==> src/rtl/bcs_pkg.sv <==
package bcs_pkg;

    typedef enum logic {
        ORD_SEQ   = 1'b0,
        ORD_INTLV = 1'b1
    } order_e;

endpackage

==> src/rtl/bcs_mode_reg.sv <==
module bcs_mode_reg
    import bcs_pkg::*;
#(
    parameter int LEN_CODE_W = 3,
    parameter int MAX_LOG2   = 3,
    parameter int LOG_W      = 2
) (
    input  logic                  clk,
    input  logic                  rst_n,
    input  logic                  wr_i,
    input  logic [LEN_CODE_W-1:0] code_i,
    input  logic                  order_i,
    output logic [LOG_W-1:0]      log2_o,
    output order_e                order_o,
    output logic                  err_o
);

    localparam logic [LEN_CODE_W-1:0] CODE_ONE   = LEN_CODE_W'(1);
    localparam logic [LEN_CODE_W-1:0] CODE_MAX   = LEN_CODE_W'(MAX_LOG2);
    localparam logic [LEN_CODE_W-1:0] CODE_RESET = CODE_ONE;

    typedef struct packed {
        logic [LEN_CODE_W-1:0] code;
        order_e                order;
    } mode_t;

    mode_t m_d, m_q;

    always_comb begin
        m_d = m_q;
        if (wr_i) begin
            m_d.code  = code_i;
            m_d.order = order_e'(order_i);
        end
    end

    always_ff @(posedge clk or negedge rst_n) begin
        if (!rst_n) begin
            m_q <= '{code: CODE_RESET, order: ORD_SEQ};
        end else begin
            m_q <= m_d;
        end
    end

    assign err_o   = !((m_q.code >= CODE_ONE) && (m_q.code <= CODE_MAX));
    assign log2_o  = m_q.code[LOG_W-1:0];
    assign order_o = m_q.order;

endmodule

==> src/rtl/bcs_beat_ctrl.sv <==
module bcs_beat_ctrl
    import bcs_pkg::*;
#(
    parameter int COL_W = 10,
    parameter int IDX_W = 3,
    parameter int LOG_W = 2
) (
    input  logic             clk,
    input  logic             rst_n,
    input  logic             start_i,
    input  logic             term_i,
    input  logic [COL_W-1:0] start_col_i,
    input  logic [LOG_W-1:0] log2_i,
    input  order_e           order_i,
    input  logic             err_i,
    output logic             busy_o,
    output logic             last_o,
    output logic [IDX_W-1:0] idx_o,
    output logic [LOG_W-1:0] log2_o,
    output order_e           order_o,
    output logic [COL_W-1:0] col_o
);

    typedef struct packed {
        logic             busy;
        logic [IDX_W-1:0] idx;
        logic [LOG_W-1:0] log2;
        order_e           order;
        logic [COL_W-1:0] col;
    } beat_t;

    beat_t            st_d, st_q;
    logic [IDX_W-1:0] last_idx;
    logic             is_last;
    logic             accept;

    always_comb begin
        for (int b = 0; b < IDX_W; b++) begin
            last_idx[b] = (LOG_W'(b) < st_q.log2);
        end
    end

    assign is_last = st_q.busy && (st_q.idx == last_idx);
    assign accept  = start_i && !err_i && (!st_q.busy || is_last);

    always_comb begin
        st_d = st_q;
        if (accept) begin
            st_d.busy  = 1'b1;
            st_d.idx   = '0;
            st_d.log2  = log2_i;
            st_d.order = order_i;
            st_d.col   = start_col_i;
        end else if (st_q.busy && (term_i || is_last)) begin
            st_d.busy = 1'b0;
            st_d.idx  = '0;
        end else if (st_q.busy) begin
            st_d.idx = st_q.idx + 1'b1;
        end
    end

    always_ff @(posedge clk or negedge rst_n) begin
        if (!rst_n) begin
            st_q <= '{busy: 1'b0, idx: '0, log2: '0, order: ORD_SEQ, col: '0};
        end else begin
            st_q <= st_d;
        end
    end

    assign busy_o  = st_q.busy;
    assign last_o  = is_last;
    assign idx_o   = st_q.idx;
    assign log2_o  = st_q.log2;
    assign order_o = st_q.order;
    assign col_o   = st_q.col;

endmodule

==> src/rtl/bcs_addr_gen.sv <==
module bcs_addr_gen
    import bcs_pkg::*;
#(
    parameter int COL_W    = 10,
    parameter int MAX_LOG2 = 3,
    parameter int LOG_W    = 2
) (
    input  logic [COL_W-1:0]    start_col_i,
    input  logic [MAX_LOG2-1:0] idx_i,
    input  logic [LOG_W-1:0]    log2_i,
    input  order_e              order_i,
    output logic [COL_W-1:0]    col_o
);

    localparam int LOW_W = MAX_LOG2;

    logic [LOW_W-1:0] seq_off;
    logic [LOW_W-1:0] intlv_off;
    logic [LOW_W-1:0] pick_off;

    assign seq_off   = start_col_i[LOW_W-1:0] + idx_i;
    assign intlv_off = start_col_i[LOW_W-1:0] ^ idx_i;
    assign pick_off  = (order_i == ORD_INTLV) ? intlv_off : seq_off;

    for (genvar b = 0; b < LOW_W; b++) begin : g_low
        localparam logic [LOG_W-1:0] BIT_POS = LOG_W'(b);
        assign col_o[b] = (BIT_POS < log2_i) ? pick_off[b] : start_col_i[b];
    end

    if (COL_W > LOW_W) begin : g_high
        assign col_o[COL_W-1:LOW_W] = start_col_i[COL_W-1:LOW_W];
    end

endmodule

==> src/rtl/burst_col_seq.sv <==
module burst_col_seq
    import bcs_pkg::*;
#(
    parameter int COL_W      = 10,
    parameter int LEN_CODE_W = 3,
    parameter int MAX_LOG2   = 3
) (
    input  logic                  clk,
    input  logic                  rst_n,
    input  logic                  mode_wr,
    input  logic [LEN_CODE_W-1:0] mode_len_code,
    input  logic                  mode_order,
    input  logic                  start,
    input  logic [COL_W-1:0]      start_col,
    input  logic                  term,
    output logic [COL_W-1:0]      col_out,
    output logic                  beat_valid,
    output logic                  beat_last,
    output logic                  mode_err
);

    localparam int LOG_W = $clog2(MAX_LOG2 + 1);

    logic [LOG_W-1:0]    cfg_log2;
    order_e              cfg_order;
    logic                cfg_err;
    logic                busy;
    logic                last;
    logic [MAX_LOG2-1:0] idx;
    logic [LOG_W-1:0]    cur_log2;
    order_e              cur_order;
    logic [COL_W-1:0]    cur_col;
    logic [COL_W-1:0]    beat_col;

    bcs_mode_reg #(
        .LEN_CODE_W(LEN_CODE_W),
        .MAX_LOG2  (MAX_LOG2),
        .LOG_W     (LOG_W)
    ) mode_i (
        .clk    (clk),
        .rst_n  (rst_n),
        .wr_i   (mode_wr),
        .code_i (mode_len_code),
        .order_i(mode_order),
        .log2_o (cfg_log2),
        .order_o(cfg_order),
        .err_o  (cfg_err)
    );

    bcs_beat_ctrl #(
        .COL_W(COL_W),
        .IDX_W(MAX_LOG2),
        .LOG_W(LOG_W)
    ) ctrl_i (
        .clk        (clk),
        .rst_n      (rst_n),
        .start_i    (start),
        .term_i     (term),
        .start_col_i(start_col),
        .log2_i     (cfg_log2),
        .order_i    (cfg_order),
        .err_i      (cfg_err),
        .busy_o     (busy),
        .last_o     (last),
        .idx_o      (idx),
        .log2_o     (cur_log2),
        .order_o    (cur_order),
        .col_o      (cur_col)
    );

    bcs_addr_gen #(
        .COL_W   (COL_W),
        .MAX_LOG2(MAX_LOG2),
        .LOG_W   (LOG_W)
    ) addr_i (
        .start_col_i(cur_col),
        .idx_i      (idx),
        .log2_i     (cur_log2),
        .order_i    (cur_order),
        .col_o      (beat_col)
    );

    assign col_out    = busy ? beat_col : '0;
    assign beat_valid = busy;
    assign beat_last  = last;
    assign mode_err   = cfg_err;

endmodule

==> config.mk <==
export PLATFORM = sky130hd
export DESIGN_NAME = burst_col_seq
export DESIGN_NICKNAME = d
export VERILOG_FILES = /design/src/rtl/bcs_pkg.sv /design/src/rtl/bcs_mode_reg.sv /design/src/rtl/bcs_beat_ctrl.sv /design/src/rtl/bcs_addr_gen.sv /design/src/rtl/burst_col_seq.sv
export SDC_FILE = /design/constraint.sdc
export NUM_CORES = 1
export LEC_CHECK = 0
export BUFFER_PORTS_ARGS = -buffer_cell sky130_fd_sc_hd__buf_2
export CAP_MARGIN = 15
export CORE_ASPECT_RATIO = 1.5
export CORE_MARGIN = 2
export CORE_UTILIZATION = 38
export DETAILED_ROUTE_END_ITERATION = 12
export PLACE_DENSITY = 0.75
export SLEW_MARGIN = 20
export SYNTH_ARGS = -nofsm -noshare
export SYNTH_HDL_FRONTEND = slang
export SYNTH_HIERARCHICAL = 1
export SYNTH_SLANG_ARGS = --single-unit
==> constraint.sdc <==
create_clock -name clk -period 2.1 [get_ports clk]
set_input_delay 0.315 -clock clk [delete_from_list [all_inputs] [get_ports clk]]
set_output_delay 0.315 -clock clk [all_outputs]
set_load 0.005 [all_outputs]
# Yosys cells after proc, flatten, opt, wreduce, memory -nomap -nowiden
# Index checks and enable logic that the tools add are counted.
dict set report classes {
  mux 9
  magnitude_cmp 5
  multipliers 0
  n_eq_ne 1
  n_addsub 2
  shift 0
  div 0
  reduce_logical 11
  bitwise 1
}
# op count
set ops {}
lappend ops {{$mux W10} 1}
lappend ops {{$mux W3} 3}
lappend ops {{$logic_and A1 B1 Y1} 5}
lappend ops {{$lt A1 B2 Y1 const A} 2}
lappend ops {{$mux W1} 4}
lappend ops {{$mux W4} 1}
lappend ops {{$add A3 B1 Y3 const B} 1}
lappend ops {{$add A3 B3 Y3} 1}
lappend ops {{$eq A3 B3 Y1} 1}
lappend ops {{$ge A3 B1 Y1 const B} 1}
lappend ops {{$le A3 B2 Y1 const B} 1}
lappend ops {{$reduce_bool A3 Y1} 1}
lappend ops {{$xor A3 B3 Y3} 1}
lappend ops {{$logic_not A1 Y1} 2}
lappend ops {{$logic_or A1 B1 Y1} 2}
lappend ops {{$lt A2 B2 Y1 const A} 1}
lappend ops {{$reduce_bool A2 Y1} 1}
dict set report word_totals {
  mem_count 0
  romBits 0
  reg_bits 21
  mem_bits_rw 0
  latch_bits 0
  inputBits 19
  wordCells 36
}

# Longest topological paths before layout
# Gate-level depths: netlist (run 1).
dict set report depth {
  word_depth 7
  ltp_mapped 7
  depth_no_buf 7
}

# Hierarchy
# The synthesis (run 1) kept the hierarchy.
# mod instances area_per_inst_um2 cells_each
set modules_own_cells {}
lappend modules_own_cells {bcs_beat_ctrl 1 802.0 61}
lappend modules_own_cells {bcs_addr_gen 1 171.4 23}
lappend modules_own_cells {bcs_mode_reg 1 168.9 11}
lappend modules_own_cells {burst_col_seq 1 62.6 10}

# Least setup slack after synthesis (run 1)
# No wires, ideal clock.
dict set report synth_path {
  path_kind {reg2out}
  startpoint {reg ctrl_i.st_q (netlist bit ctrl_i/idx_o[0])}
  endpoint {out col_out[2]}
  t_required_ps 1785
  path_stages_with_launch 8
  slack_ps 3
  n_path_buf 0
  arrival_ps 1782
  path_cell_list {dfrtp_1 ha_1 inv_1 fa_1 or3_1 a21oi_1 xor2_1 and2_1}
}
dict set report synth_via {
  elab_chain_len 4
}
# item line
set synth_rtl {}
lappend synth_rtl {{from (decl)} bcs_beat_ctrl.sv:32} ;# beat_t st_d, st_q;
lappend synth_rtl {{from (signal assigned)} bcs_beat_ctrl.sv:64} ;# st_q <= '{busy: 1'b0, idx: '0, log2: '0, order: ORD_SEQ, col: '0};
lappend synth_rtl {{from (signal assigned)} bcs_beat_ctrl.sv:66} ;# st_q <= st_d;
lappend synth_rtl {{$add A3 B3 Y3} bcs_addr_gen.sv:21} ;# assign seq_off = start_col_i[LOW_W-1:0] + idx_i;
lappend synth_rtl {{$mux W3} bcs_addr_gen.sv:23} ;# assign pick_off = (order_i == ORD_INTLV) ? intlv_off : seq_off;
lappend synth_rtl {{$mux W1} bcs_addr_gen.sv:27} ;# assign col_o[b] = (BIT_POS < log2_i) ? pick_off[b] : start_col_i[b];
lappend synth_rtl {{named net beat_col[2]} burst_col_seq.sv:33} ;# logic [COL_W-1:0] beat_col;
lappend synth_rtl {{$mux W10} burst_col_seq.sv:83} ;# assign col_out = busy ? beat_col : '0;
lappend synth_rtl {{to (decl)} burst_col_seq.sv:16} ;# output logic [COL_W-1:0] col_out,
# The timed path passes the listed nets, and every way through them passes these cells.

# Final worst setup path (run 1)
# Same ends and word-level chain as after synthesis.

==> summary.txt, run 1 <==
STA
  • Tcrit/Tclk final: 114%
  • Worst Tran Pin Value: 0.457 ns
  • RSZ-0062 raised after global routing: true
  • Final setup margin: -0.288 ns
  • Worst Hold Slack: -0.00794 ns
  • Worst Skew: 0.00139 ns
  • Hold Vio Cnt, Final: 20
  • Max Clk Rate: 419 MHz
  • Max_slew headroom: 69.6%
  • Max-slew violation count: 0
  • Final min period: 2.39 ns
  • Final setup viols: 2

Synthesis
  • Area leader, netlist: dfrtp_1
  • EDFF count, synth: 0
  • Largest family of logic cells by synthesized area: multiplexers
  • Cell variety after synth: 35
  • Synth Area in Compound Gates: 12.7%
  • Yosys top cell area share: 41.5%
  • Syn_nets: 128
  • Ys flop type: dfrtp_1
  • Post-synthesis mux area share: 15.8%
  • Largest cells by area after synthesis: dfrtp_1, mux2_2, buf_4, and2_1, ha_1
  • Adder-cell share of the synthesized area: 4.78%
  • Mapped cell area: 1200 µm²
  • Syn Area/Cell: 11.5 µm²
  • Synth warn: 6
  • Post-synthesis simple-gate area fraction: 13.5%
  • Sequential element share of the synthesized area: 43.7%
  • Seq cells post-synth: 21
  • Async SR Flop Fraction: 100%
  • Synth Area in XOR/XNOR: 1.45%
  • Synth Instances: 105

Setup path
  • Startpoint types: flip-flop
  • Critical Path AT: 2.07 ns
  • Maximum fanout along the worst path: 2
  • R2R depth: 6
  • Crit end category: output port
  • Crit path kind: flip-flop to output port
  • CP required: 1.78 ns

Floorplan
  • Die height: 73.0 µm
  • Initial Utilization: 38.9%
  • Die width: 50.0 µm
  • I/O pin count: 32
  • Row count: 25
  • Die area: 3650 µm²
  • Core Area: 3100 µm²

Detailed routing
  • Via Count: 908
  • DRT Wirelength: 2300 µm
  • Routed Antenna Nets: 0
  • Drt first pass iters: 4
  • Post-detailed-route DRC marker count: 0
  • Drt initial violations: 19
  • WL per Instance: 12.9 µm
  • Routed vias/inst: 5.07

Clock tree
  • Total clock buffers created by CTS: 3
  • Worst-Skew Late Latency: 0.26 ns
  • CTS sink count: 21
  • CTS Hold Bufs: 0
  • Clock Path Buffers: 2
  • CTS tree: yes
  • Clk slew on worst S/H paths: 0.07 ns
  • Root Buffer: clkbuf_8
  • CTS HTree Levels: 1

Global route
  • Initial antenna violation count: 0
  • Vias in the first global route: 978
  • First-pass GRT wire length: 4060 µm
  • Gr usage total: 14.8%
  • GRT overflow: 0
  • Largest net degree at the start of global routing: 22

Hold path
  • Hold Path Class: input port to async pin

Pwr
  • PD cells: 1110 nW/µm²
  • Static leakage: 0.000689 µW
  • Worst IR drop on VDD: 529 µV
  • Final Total Pwr: 1650 µW

Run status
  • Status: complete, but fails checks
  • Violated checks: hold timing, setup timing

Placement
  • GPL Wtd Cong: 0.819
  • Placed insts: 172
  • HPWL after DPL: 1770 µm
  • IO buf count: 31
  • Placed cell area: 1380 µm²

Cells and area
  • Post-layout net count: 163
  • Commonest non-fill, non-tap cells in the layout: buf_2, dfrtp_1, mux2_2
  • Most common cell after layout, fill and taps aside: buf_2
  • Ant. Diodes: 0
  • Fin cells: 179
  • Design area: 1490 µm²
  • Layout area overhead: 23.3%
  • Final Util: 48.0%
  • Layout cell share with drive strength beyond 1: 52.5%

Run
  • Max-Cap Viols: 0
-- critical path, stage by stage, from the launching register on --
cell	delay (ns)
dfrtp_1	0.36
ha_2	0.18
inv_2	0.04
fa_2	0.35
or3_4	0.33
a21oi_2	0.15
xor2_1	0.15
and2_1	0.14
buf_2	0.11
-- layout make-up --
type	count	area (µm²)
Clock buffer	4	45.0
Fill cell	284	1610
Inverter	5	18.8
Multi-Input combinational cell	69	622
Sequential cell	21	527
Tap cell	40	50.0
Timing Repair Buffer	40	223
-- metal layers --
layer,global-route usage [%],vias up,part of all wire [%]
li1,-,431,-
met1,13.7,445,37
met2,30.2,27,57
met3,1.23,5,3.8
met4,8.33,0,2.0
met5,0,-,0
-- cells in the mapped netlist, types with 2 or more instances --
master,instances
a21oi_1,3
a32o_1,2
and2_1,10
buf_4,9
dfrtp_1,20
ha_1,3
inv_1,5
mux2_2,16
nand2_1,4
nor2_1,4
o21ai_0,2
o31ai_1,2
or3_1,3
-- flip-flops by register name, summed over array words and instances, names as in the netlist --
register / flops
ctrl_i/busy_o: 1
mode_i/log2_o: 2
mode_i/order_o: 1
ctrl_i/order_o: 1
mode_i/m_q: 1
ctrl_i/idx_o: 3
ctrl_i/col_o: 10
ctrl_i/log2_o: 2
-- path summary, 6_finish.rpt --
check / slack [ns] / startpoint / endpoint
max: -0.29 / ctrl_i/idx_o[0]$_DFFE_PN0P_ / col_out[2]
min in group clk: 0.28 / start_col[4] / ctrl_i/col_o[4]$_DFFE_PN0P_
min: -0.008 / rst_n / ctrl_i/col_o[0]$_DFFE_PN0P_
max in group asynchronous: 1.77 / rst_n / mode_i/log2_o[0]$_DFFE_PN1P_
max reg2reg: 0.12 / ctrl_i/idx_o[0]$_DFFE_PN0P_ / ctrl_i/col_o[0]$_DFFE_PN0P_
min reg2reg: 0.50 / ctrl_i/col_o[4]$_DFFE_PN0P_ / ctrl_i/col_o[4]$_DFFE_PN0P_
-- stage by stage --
| step | TNS, ns | setup WS, ns |
|---|---|---|
| floorplan | 0 | 0.00275 |
| global placement | 0 | 0.0619 |
| detailed placement | -0.0170 | -0.0170 |
| CTS | -0.342 | -0.278 |
| global route | -0.559 | -0.387 |
| finish | -0.372 | -0.288 |
-- report_power, final --
part / internal [µW] / switching, µW
Sequential: 543 / 103
Combinational: 405 / 330
Clock: 135 / 129
Total: 1080 / 562
-- cell families (layout without fill, tap and decap cells) --
kind of cell / after synthesis / in the layout
XOR/XNOR: 2 / 2
adder cells (fa/ha/maj): 4 / 4
buffers and inverters: 15 / 49
flip-flops: 21 / 21
AND/OR/NAND/NOR: 28 / 28
AO/OA/AOI/OAI: 18 / 18
multiplexers: 17 / 17
-- timing repair --
action | in CTS | in global routing
setup buffers | 3 | 0
endpoints found under the setup margin | 3 | 3
pin swaps | 4 | 6
gates resized for setup | 7 | 4
Power figures use the tool's default switching activity.
==> inputs of run 2 (changes only) <==
--- a/config.mk
+++ b/config.mk
@@ -11,9 +11,8 @@
 export CORE_MARGIN = 2
 export CORE_UTILIZATION = 38
 export DETAILED_ROUTE_END_ITERATION = 12
-export PLACE_DENSITY = 0.75
+export PLACE_DENSITY = 0.76
 export SLEW_MARGIN = 20
 export SYNTH_ARGS = -nofsm -noshare
 export SYNTH_HDL_FRONTEND = slang
-export SYNTH_HIERARCHICAL = 1
 export SYNTH_SLANG_ARGS = --single-unit
==> summary.txt, run 2 <==
Clock tree
  • Total clock buffers created by CTS: 3 (unchanged)
  • CTS HTree Levels: 1 (unchanged)
  • Clock Path Buffers: 2 (unchanged)
  • Worst-Skew Late Latency: 0.25 ns (about the same)
  • CTS tree: yes
  • CTS Hold Bufs: 0 (unchanged)
  • Clk slew on worst S/H paths: 0.08 ns (about the same)
  • Root Buffer: clkbuf_8
  • CTS sink count: 21 (unchanged)

Detailed routing
  • Via Count: 813 (-10%)
  • Drt initial violations: 11 (-8)
  • Post-detailed-route DRC marker count: 0 (unchanged)
  • DRT Wirelength: 2310 µm (+0.35%)
  • Routed vias/inst: 4.87 (-4.0%)
  • WL per Instance: 13.8 µm (+7.6%)
  • Drt first pass iters: 4 (unchanged)
  • Routed Antenna Nets: 0 (unchanged)

Placement
  • HPWL after DPL: 1740 µm (-1.9%)
  • GPL Wtd Cong: 0.865 (+5.6%)
  • Placed cell area: 1320 µm² (-4.1%)
  • IO buf count: 31 (unchanged)

STA
  • RSZ-0062 raised after global routing: true
  • Max-slew violation count: 0 (unchanged)
  • Worst Hold Slack: 0.00678 ns (+0.0147 ns)
  • Tcrit/Tclk final: 109% (-4.5 points)
  • Setup TNS Final: -0.194 ns (+0.178 ns)
  • Max Clk Rate: 436 MHz (+4.1%)
  • Final setup margin: -0.194 ns (+0.0940 ns)
  • Worst Tran Pin Value: 0.466 ns (+0.00880 ns)
  • Hold Vio Cnt, Final: 0 (-100%)
  • Worst Skew: 0.00522 ns (+0.00382 ns)
  • Final setup viols: 1 (-1)
  • Max_slew headroom: 69.0% (-0.59 points)
  • Final min period: 2.29 ns (-0.0940 ns)

Setup path
  • Maximum fanout along the worst path: 2 (unchanged)
  • CP max-delay cell: dfrtp_1
  • Crit path kind: flip-flop to output port
  • CP max stage delay: 0.39 ns (+0.03 ns)
  • Worst Path Buf+Inv: 1 (-1)
  • Worst path cell trace: ha_2 > fa_2 > nor2b_4 > xnor2_1 > or3_1 > a21oi_2 > buf_2
  • Critical Path AT: 1.98 ns (-0.09 ns)
  • Cell class contributing the biggest share of worst-path delay: adder cells
  • Crit end category: output port
  • CP required: 1.78 ns (about the same)
  • Startpoint types: flip-flop

Cells and area
  • Ant. Diodes: 0 (unchanged)
  • Design area: 1400 µm² (-5.9%)
  • Most common cell after layout, fill and taps aside: buf_2
  • Max reg flops: 10 (unchanged)
  • Layout area overhead: 25.2%
  • Commonest non-fill, non-tap cells in the layout: buf_2, dfrtp_1, mux2_4
  • Post-layout net count: 152 (-6.7%)
  • Layout cell share with drive strength beyond 1: 50.8% (-1.7 points)

Synthesis
  • EDFF count, synth: 0 (unchanged)
  • Largest cells by area after synthesis: dfrtp_1, mux2_4, mux2_2, and2_1, ha_1
  • Synth warn: 0 (-6)
  • Synth Instances: 90 (-14%)
  • Async SR Flop Fraction: 100% (unchanged)
  • Mapped cell area: 1120 µm² (-7.4%)
  • Sequential element share of the synthesized area: 47.2% (+3.5 points)
  • Count leader, synth: dfrtp_1
  • Cell variety after synth: 29 (-17%)
  • Yosys top cell area share: 44.8% (+3.3 points)
  • Seq cells post-synth: 21 (unchanged)
  • Synth top cells by count: dfrtp_1, mux2_4, mux2_2
  • Area leader, netlist: dfrtp_1
  • Syn_nets: 113 (-12%)
  • Ys flop type: dfrtp_1
  • Syn Area/Cell: 12.4 µm² (+8.1%)

Floorplan
  • Die height: 70.4 µm (-3.5%)
  • Initial Utilization: 39.1% (+0.21 points)
  • Row count: 24 (-4.0%)
  • Core Area: 2850 µm² (-7.9%)
  • I/O pin count: 32 (unchanged)
  • Die area: 3400 µm² (-6.9%)
  • Die width: 48.3 µm (-3.5%)

Run status
  • Violated checks: setup timing
  • Status: complete, but fails checks

Global route
  • GRT overflow: 0 (unchanged)
  • First-pass GRT wire length: 3870 µm (-4.8%)
  • Initial antenna violation count: 0 (unchanged)
  • Largest net degree at the start of global routing: 22 (unchanged)
  • Vias in the first global route: 848 (-13%)
  • Gr usage total: 15.9% (+1.1 points)

Pwr
  • Static leakage: 0.000659 µW (-4.4%)
  • PD cells: 1140 nW/µm² (+2.9%)
  • Worst IR drop on VDD: 503 µV (-4.8%)

Hold path
  • Hold Path Class: input port to async pin

Run
  • Max-Cap Viols: 0 (unchanged)
[run 2: path summary, 6_finish.rpt]
kind	startpoint	endpoint	slack, ns	cells past startpoint
setup / recovery	ctrl_i.col_o[0]$_DFFE_PN0N_	col_out[2]	-0.19	7
hold / removal	rst_n	ctrl_i.log2_o[0]$_DFFE_PN0N_	0.007	1
setup reg to reg	ctrl_i.idx_o[1]$_DFFE_PN0P_	ctrl_i.col_o[7]$_DFFE_PN0N_	0.12	5
hold reg to reg	ctrl_i.col_o[4]$_DFFE_PN0N_	ctrl_i.col_o[4]$_DFFE_PN0N_	0.51	1
max in group asynchronous	rst_n	mode_i.log2_o[0]$_DFFE_PN1P_	1.75	1
min in group clk	start_col[3]	ctrl_i.col_o[3]$_DFFE_PN0N_	0.29	2
[run 2: power by group]
group	leakage (µW)	switching, µW	total, µW	internal (µW)
registers	0.000252	156	707	551
logic	0.000381	258	631	373
clock network	0.0000255	124	256	132
[run 2: worst register-to-register path, stage by stage (launching register included)]
cell      delay [ns]
dfrtp_1         0.49
nor4bb_1        0.42
o31ai_2         0.19
a31oi_4         0.23
buf_4           0.23
mux2_4          0.31
[run 2: cells by family after synthesis]
logic type	after synthesis	share of synthesized area, %
and+or+nand+nor	25	12.6
DFF	21	47.2
muxes	18	21.1
AOI/OAI and AO/OA	14	9.53
buffers and inverters	7	3.70
adders and majority gates	4	5.16
xor gates and xnor gates	1	0.785
[run 2: cell type report]
cell class                      instances  area, µm²
Clock inverter                          1       5.00
Multi-Input combinational cell         62        564
Inverter                                5       18.8
Timing Repair Buffer                   36        193
Clock buffer                            3       41.3
Tap cell                               39       48.8
Fill cell                             263       1460
Sequential cell                        21        527
[run 2: layer usage]
layer / up-vias / track usage (%) / part of all wire, %
met5: - / 0 / 0
met4: 0 / 8.41 / 2.6
met3: 4 / 2.58 / 2.9
met2: 18 / 25.9 / 55
met1: 399 / 18.5 / 39
li1: 392 / - / -
[run 2: per-stage QoR]
| step | setup slack (ns) | power, µW | utilization [%] | cells |
|---|---|---|---|---|
| 2_1_floorplan | 0.0964 | 1100 | - | 90 |
| 3_3_place_gp | 0.0664 | 1260 | 46.3 | 161 |
| 3_5_place_dp | -0.0138 | 1290 | 46.3 | 161 |
| 4_1_cts | -0.214 | 1600 | 48.9 | 167 |
| 5_1_grt | -0.315 | 1730 | 49.0 | 167 |
| 6_report | -0.194 | 1590 | 49.0 | 167 |
[run 2: what timing repair did]
action / 4_1_cts / 5_1_grt
endpoints found under the setup margin: 1 / 2
setup buffers: 2 / 0
gates resized for setup: 4 / 1
pin swaps: 2 / 1
